[src/rtl/tidf_pkg.sv]
// Package: shared constants of the trace ID acceptance filter.
// Assumes trace IDs are 7 bits and register words are 32 bits.
package tidf_pkg;
    localparam int ADDR_W     = 12;
    localparam int WORD_W     = 32;
    localparam int ID_W       = 7;
    localparam int ID_SPACE   = 1 << ID_W;
    localparam int MASK_WORDS = ID_SPACE / WORD_W;
    localparam logic [WORD_W-1:0] UNLOCK_KEY       = 32'hC5AC_CE55;
    localparam logic [ADDR_W-1:0] LOCK_ACCESS_ADDR = 12'hFB0;
    localparam logic [ADDR_W-1:0] LOCK_STATUS_ADDR = 12'hFB4;
    localparam int LOCK_STATUS_BIT = 1;
endpackage

[src/rtl/tidf_lock_gate.sv]
// Module: lock gate for the configuration registers.
// Holds the lock state. A write of the key to the access register
// unlocks and any other value relocks. The status register reports the state.
// Assumes single-cycle write strobes; reset leaves the unit locked.
module tidf_lock_gate
    import tidf_pkg::*;
(
    input  logic              clk,
    input  logic              rst_n,
    input  logic              reg_wr,
    input  logic [ADDR_W-1:0] reg_addr,
    input  logic [WORD_W-1:0] reg_wdata,
    output logic              locked,
    output logic              mask_wr_ok,
    output logic [WORD_W-1:0] status_word
);

    logic access_hit;
    logic status_hit;

    // Decode of the two lock registers.
    always_comb begin
        access_hit = (reg_addr == LOCK_ACCESS_ADDR);
        status_hit = (reg_addr == LOCK_STATUS_ADDR);
    end

    // Lock state: key unlocks, any other value written relocks.
    always_ff @(posedge clk) begin
        if (!rst_n) begin
            locked <= 1'b1;
        end else if (reg_wr && access_hit) begin
            locked <= (reg_wdata != UNLOCK_KEY);
        end
    end

    // Write permission for the mask words and status read word.
    always_comb begin
        mask_wr_ok  = ~locked;
        status_word = '0;
        if (status_hit) begin
            status_word[LOCK_STATUS_BIT] = locked;
        end
    end

endmodule

[src/rtl/tidf_mask_bank.sv]
// Module: acceptance mask of one sink port.
// Stores MASK_WORDS word registers starting at byte offset BASE. Together
// they form one bit per trace ID. Only aligned offsets inside the window
// hit. Assumes MASK_WORDS is a power of two of at least 2.
module tidf_mask_bank
    import tidf_pkg::*;
#(
    parameter logic [ADDR_W-1:0] BASE = 12'h0F8
)(
    input  logic                clk,
    input  logic                rst_n,
    input  logic                wr_en,
    input  logic [ADDR_W-1:0]   reg_addr,
    input  logic [WORD_W-1:0]   reg_wdata,
    output logic [ID_SPACE-1:0] mask,
    output logic [WORD_W-1:0]   rd_word
);

    localparam int SEL_W = $clog2(MASK_WORDS);

    logic [ADDR_W-1:0] offs;
    logic              hit;
    logic [SEL_W-1:0]  sel;
    logic [WORD_W-1:0] words [MASK_WORDS];

    // Window decode: offset relative to base, aligned and in range.
    always_comb begin
        offs = reg_addr - BASE;
        hit  = (offs[ADDR_W-1:SEL_W+2] == '0) && (offs[1:0] == 2'b00);
        sel  = offs[SEL_W+1:2];
    end

    for (genvar w = 0; w < MASK_WORDS; w++) begin : g_word
        // One mask word: cleared on reset, loaded by a permitted write.
        always_ff @(posedge clk) begin
            if (!rst_n) begin
                words[w] <= '0;
            end else if (wr_en && hit && (sel == SEL_W'(w))) begin
                words[w] <= reg_wdata;
            end
        end
        assign mask[w*WORD_W +: WORD_W] = words[w];
    end

    // Read word of this port, zero when the window is not hit.
    always_comb begin
        rd_word = hit ? words[sel] : '0;
    end

endmodule

[src/rtl/tidf_beat_filter.sv]
// Module: valid/ready filter for one sink port.
// A beat whose ID bit is set flows through under the sink's ready. Any
// other beat is accepted at once and dropped. The filter is combinational,
// so a mask change applies to a beat still waiting.
module tidf_beat_filter
    import tidf_pkg::*;
#(
    parameter int BEAT_W = 32
)(
    input  logic [ID_SPACE-1:0] mask,
    input  logic                in_valid,
    output logic                in_ready,
    input  logic [BEAT_W-1:0]   in_data,
    input  logic [ID_W-1:0]     in_id,
    output logic                out_valid,
    input  logic                out_ready,
    output logic [BEAT_W-1:0]   out_data,
    output logic [ID_W-1:0]     out_id
);

    logic accept_id;

    // Pass/drop decision and handshake steering.
    always_comb begin
        accept_id = mask[in_id];
        out_valid = in_valid & accept_id;
        in_ready  = ~accept_id | out_ready;
        out_data  = in_data;
        out_id    = in_id;
    end

endmodule

[src/rtl/trace_id_filter_unit.sv]
// Module: trace ID acceptance filter, top level.
// Holds one lock gate, plus a mask bank and a beat filter for each sink
// port. Register reads complete in the same cycle. Assumes reg_wr and
// reg_rd are never high together and the port windows do not overlap.
module trace_id_filter_unit
    import tidf_pkg::*;
#(
    parameter int NUM_PORTS = 2,
    parameter int BEAT_W    = 32,
    parameter logic [NUM_PORTS*ADDR_W-1:0] PORT_BASES = {12'h108, 12'h0F8}
)(
    input  logic                      clk,
    input  logic                      rst_n,
    input  logic                      reg_wr,
    input  logic                      reg_rd,
    input  logic [ADDR_W-1:0]         reg_addr,
    input  logic [WORD_W-1:0]         reg_wdata,
    output logic [WORD_W-1:0]         reg_rdata,
    input  logic [NUM_PORTS-1:0]      in_valid,
    output logic [NUM_PORTS-1:0]      in_ready,
    input  logic [NUM_PORTS*BEAT_W-1:0] in_data,
    input  logic [NUM_PORTS*ID_W-1:0] in_id,
    output logic [NUM_PORTS-1:0]      out_valid,
    input  logic [NUM_PORTS-1:0]      out_ready,
    output logic [NUM_PORTS*BEAT_W-1:0] out_data,
    output logic [NUM_PORTS*ID_W-1:0] out_id
);

    logic                          locked;
    logic                          mask_wr_ok;
    logic [WORD_W-1:0]             status_word;
    logic [NUM_PORTS*ID_SPACE-1:0] mask_flat;
    logic [WORD_W-1:0]             port_rd [NUM_PORTS];

    tidf_lock_gate u_lock (
        .clk         (clk),
        .rst_n       (rst_n),
        .reg_wr      (reg_wr),
        .reg_addr    (reg_addr),
        .reg_wdata   (reg_wdata),
        .locked      (locked),
        .mask_wr_ok  (mask_wr_ok),
        .status_word (status_word)
    );

    for (genvar p = 0; p < NUM_PORTS; p++) begin : g_port
        tidf_mask_bank #(
            .BASE (PORT_BASES[p*ADDR_W +: ADDR_W])
        ) u_bank (
            .clk       (clk),
            .rst_n     (rst_n),
            .wr_en     (reg_wr & mask_wr_ok),
            .reg_addr  (reg_addr),
            .reg_wdata (reg_wdata),
            .mask      (mask_flat[p*ID_SPACE +: ID_SPACE]),
            .rd_word   (port_rd[p])
        );

        tidf_beat_filter #(
            .BEAT_W (BEAT_W)
        ) u_filter (
            .mask      (mask_flat[p*ID_SPACE +: ID_SPACE]),
            .in_valid  (in_valid[p]),
            .in_ready  (in_ready[p]),
            .in_data   (in_data[p*BEAT_W +: BEAT_W]),
            .in_id     (in_id[p*ID_W +: ID_W]),
            .out_valid (out_valid[p]),
            .out_ready (out_ready[p]),
            .out_data  (out_data[p*BEAT_W +: BEAT_W]),
            .out_id    (out_id[p*ID_W +: ID_W])
        );
    end

    // Read mux: OR of all register sources, zero without a read strobe.
    always_comb begin
        logic [WORD_W-1:0] acc;
        acc = status_word;
        for (int p = 0; p < NUM_PORTS; p++) begin
            acc = acc | port_rd[p];
        end
        reg_rdata = reg_rd ? acc : '0;
    end

endmodule

[config.mk]
export PLATFORM = sky130hd
export DESIGN_NAME = trace_id_filter_unit
export DESIGN_NICKNAME = d
export VERILOG_FILES = /design/src/rtl/tidf_pkg.sv /design/src/rtl/tidf_lock_gate.sv /design/src/rtl/tidf_mask_bank.sv /design/src/rtl/tidf_beat_filter.sv /design/src/rtl/trace_id_filter_unit.sv
export SDC_FILE = /design/constraint.sdc
export NUM_CORES = 1
export LEC_CHECK = 0
export ABC_AREA = 0
export BUFFER_PORTS_ARGS = -buffer_cell sky130_fd_sc_hd__buf_2
export CELL_PAD_IN_SITES_DETAIL_PLACEMENT = 0
export CELL_PAD_IN_SITES_GLOBAL_PLACEMENT = 1
export CORE_UTILIZATION = 30
export DETAILED_ROUTE_END_ITERATION = 7
export GPL_TIMING_DRIVEN = 0
export PLACE_DENSITY_LB_ADDON = 0.1
export SLEW_MARGIN = 20
export SYNTH_ARGS = -nofsm -noshare
export SYNTH_HDL_FRONTEND = slang
export SYNTH_SLANG_ARGS = --single-unit
[constraint.sdc]
create_clock -name clk -period 13.4 [get_ports clk]
set_clock_uncertainty 0.15 [all_clocks]
set_input_delay 3.35 -clock clk [delete_from_list [all_inputs] [get_ports clk]]
set_output_delay 3.35 -clock clk [all_outputs]
set_load 0.01 [all_outputs]
==> impl_metrics.sql <==
INSERT INTO impl_metrics (metric_group, metric, value, unit) VALUES
('run_status', 'outcome', 'finished clean', ''),
('critical_path', 'cp_slowest_stage_delay', '0.60', 'ns'),
('placed_design', 'preCtsSetupSlack', '2.38', 'ns'),
('critical_path', 'r2r-start', 'u_lock.locked', ''),
('clocking', 'ctsResizeCount', '0', ''),
('min_path', 'timing.hold.worst_path_depth', '2', ''),
('yosys', 'total_standard_cell_area_after_synthesis', '0.0147', 'mm2'),
('pwr', 'power-per-cell-area', '110', 'mW/mm2'),
('placed_design', 'dp_hpwl', '40300', 'um'),
('yosys', 'synth.avg_cell_area', '13.6', 'um2'),
('route', 'drt_iter0_markers', '839', ''),
('placed_design', 'io_buffer_count', '175', ''),
('global_route', 'grt_pass1_wl', '74400', 'um'),
('critical_path', 'worst-path-buf-inv', '8', ''),
('route', 'postRouteWirelength', '52800', 'um'),
('clocking', 'cts-hold-fix-buffers', '0', ''),
('die', 'die_area', '0.0499', 'mm2'),
('critical_path', 'critical_path.reg2reg.endpoint', 'g_port[0].u_bank.words[3][27]', ''),
('sta', 'worst_slew_margin_rel', '29.4', '%'),
('die', 'core_region', '0.0480', 'mm2'),
('clocking', 'clock_tree.buffer_depth', '3', ''),
('clocking', 'cts_made_buffers', '31', ''),
('route', 'antenna_left', '0', ''),
('critical_path', 'ff2ff_path_depth', '5', ''),
('min_path', 'hold_path_class', 'reg -> reg', ''),
('sta', 'timing.final.hold_violations', '0', ''),
('sta', 'final-max-slew-violation-count', '0', ''),
('die', 'die_height', '223', 'um'),
('layout', 'flow.area_growth_from_synthesis', '19.5', '%'),
('yosys', 'ys_seq_elements', '257', ''),
('critical_path', 'worst_ep_required_time', '9.90', 'ns'),
('clocking', 'cts_htree_levels', '1', ''),
('clocking', 'ctsRootBufferMaster', 'sky130_fd_sc_hd__clkbuf_16', ''),
('die', 'die_width', '223', 'um'),
('layout', 'insertedDiodeCount', '0', ''),
('yosys', 'post_synth_arst_share', '0', '%'),
('sta', 'finalSetupViolations', '0', ''),
('die', 'starting_density_of_the_core', '30.6', '%'),
('yosys', 'synth_sequential_area_ratio', '52.4', '%'),
('die', 'num_io_pins', '244', ''),
('sta', 'rsz_0062_raised_after_global_routing', 'no', ''),
('sta', 'worst_slew_pin_slew', '1.06', 'ns'),
('critical_path', 'timing.reg2reg.setup_slack', '10.76', 'ns'),
('route', 'dr.pass1.iters', '5', ''),
('die', 'rows', '80', ''),
('yosys', 'count_of_flip_flops_with_a_built_in_enable_after_synthesis', '256', ''),
('route', 'wl_per_cell', '27.2', 'um'),
('critical_path', 'timing.critical_path.cells', 'buf_2 > clkbuf_1 > clkbuf_1 > clkbuf_1 > inv_1 > ha_1 > xor2_1 > nor2_1 > and4_1 > buf_2 > clkbuf_1 > a22oi_1 > nor2b_1 > buf_2', ''),
('critical_path', 'worstSetupStartpointType', 'input pin', ''),
('sta', 'total_negative_slack_for_setup_checks', '0', 'ns'),
('sta', 'max_clock_freq', '89.9', 'MHz'),
('yosys', 'synth.lib_cells_used.distinct', '50', ''),
('clocking', 'worst_skew_pair.late_latency', '0.57', 'ns'),
('global_route', 'gr-total-overflow', '0', ''),
('yosys', 'syn-num-nets', '1215', ''),
('pwr', 'power.ir.vdd_worst', '0.0000880', 'V'),
('critical_path', 'cp_top_family', 'buffers and inverters', ''),
('sta', 'final_critical_path_setup_slack', '2.28', 'ns'),
('min_path', 'min_delay_endpoint', 'u_lock.locked', ''),
('critical_path', 'worst_setup_path_end_kind', 'primary output', ''),
('yosys', 'yosys_warnings', '0', ''),
('placed_design', 'placed_cell_area', '0.0167', 'mm2'),
('pwr', 'p_leak', '6.75', 'nW'),
('yosys', 'ys.flop_type', 'sky130_fd_sc_hd__edfxtp_1', ''),
('critical_path', 'cpMostUsedCell', 'sky130_fd_sc_hd__clkbuf_1', ''),
('min_path', 'hp-start', 'u_lock.locked', ''),
('sta', 'period_share', '83.0', '%'),
('route', 'routed-via-count', '9922', ''),
('layout', 'finished_cell_area', '0.0176', 'mm2'),
('critical_path', 'crit_type', 'in -> out', ''),
('clocking', 'cts_setup_buffers', '0', '');
-- cells in the mapped netlist, drive strengths merged (2+ instances only) --
| cell | number | share of area [%] |
|---|---|---|
| nand3b | 2 | 0.10 |
| nor2b | 41 | 1.7 |
| nand2b | 4 | 0.17 |
| nand3 | 18 | 0.61 |
| nor4 | 5 | 0.21 |
| a22oi | 55 | 2.8 |
| ha | 2 | 0.17 |
| a21oi | 9 | 0.31 |
| mux4 | 99 | 15 |
| nor2 | 22 | 0.56 |
| edfxtp | 256 | 52 |
| nor4b | 4 | 0.24 |
| mux2i | 70 | 4.8 |
| nand4 | 3 | 0.13 |
| nand2 | 25 | 0.64 |
| mux2 | 2 | 0.15 |
| o21ai | 13 | 0.44 |
| and2 | 259 | 11 |
| nor4bb | 4 | 0.27 |
| clkbuf | 50 | 1.3 |
| nand4b | 2 | 0.12 |
| buf | 104 | 5.1 |
| inv | 8 | 0.20 |
| nor3 | 2 | 0.068 |
| and4 | 2 | 0.12 |
-- power by group --
| group | leakage, nW | switching (mW) | internal (mW) | total [mW] |
|---|---|---|---|---|
| logic | 3.65 | 0.132 | 0.103 | 0.235 |
| clock network | 0.444 | 0.339 | 0.440 | 0.778 |
| registers | 2.65 | 0.0185 | 0.909 | 0.928 |
| total | 6.75 | 0.489 | 1.45 | 1.94 |
-- routing by layer --
layer,share of wire [%],track usage (%),vias to the layer above
met5,0,0,-
met1,47,30.8,5058
li1,-,-,4438
met2,45,33.1,367
met3,5.4,2.45,59
met4,2.2,5.26,0
-- per-stage QoR --
stage,util (%),std cells,power [mW],hold WS [ns]
2_1_floorplan,-,1083,1.07,0.326
3_3_place_gp,34.0,1873,1.18,0.355
3_5_place_dp,34.7,1882,1.18,0.361
4_1_cts,36.6,1937,1.96,0.368
5_1_grt,36.6,1937,2.00,0.407
6_report,36.6,1937,1.94,0.362
-- registers in the layout (all words and copies together), names as in the netlist --
register / cells
g_port.u_bank.words: 256
u_lock.locked: 1
-- cell type report --
| cell class | instances | area, um2 |
|---|---|---|
| Buffer | 154 | 935 |
| Clock buffer | 40 | 810 |
| Clock inverter | 15 | 95.1 |
| Fill cell | 4694 | 30500 |
| Inverter | 8 | 30.0 |
| Multi-Input combinational cell | 664 | 6130 |
| Sequential cell | 257 | 7710 |
| Tap cell | 615 | 769 |
| Timing Repair Buffer | 184 | 1100 |
-- worst reg2reg max path, cell delays in order, from the launching register on --
cell and delay [ns]:
sky130_fd_sc_hd__dfxtp_1 0.32, sky130_fd_sc_hd__nor2b_1 0.33, sky130_fd_sc_hd__nand2_1 0.29, sky130_fd_sc_hd__nor2_1 0.61, sky130_fd_sc_hd__clkbuf_1 0.59, sky130_fd_sc_hd__and2_1 0.23
-- logic make-up after synthesis --
family,count (synthesis),synth area share [%]
AO/OA/AOI/OAI,91,4.41
AND/OR/NAND/NOR,398,16.3
flip-flops,257,52.4
adder cells (fa/ha/maj),2,0.170
multiplexers,171,20.1
XOR/XNOR,2,0.119
buffers and inverters,162,6.56
-- how the worst max path moves through the flow --
stage | from | endpoint | slack (ns) | cells past startpoint
final | reg_addr[3] | reg_rdata[12] | 2.28 | 14
after global routing | reg_addr[3] | reg_rdata[19] | 2.02 | 14
after CTS | reg_addr[3] | reg_rdata[19] | 2.37 | 14
after detailed placement | reg_addr[3] | reg_rdata[19] | 2.38 | 14
after global placement | reg_addr[3] | g_port[0].u_bank.words[3][25] | 1.44 | 12
after floorplan | reg_addr[3] | reg_rdata[30] | 4.24 | 12
(Power assumes the default switching activity.)
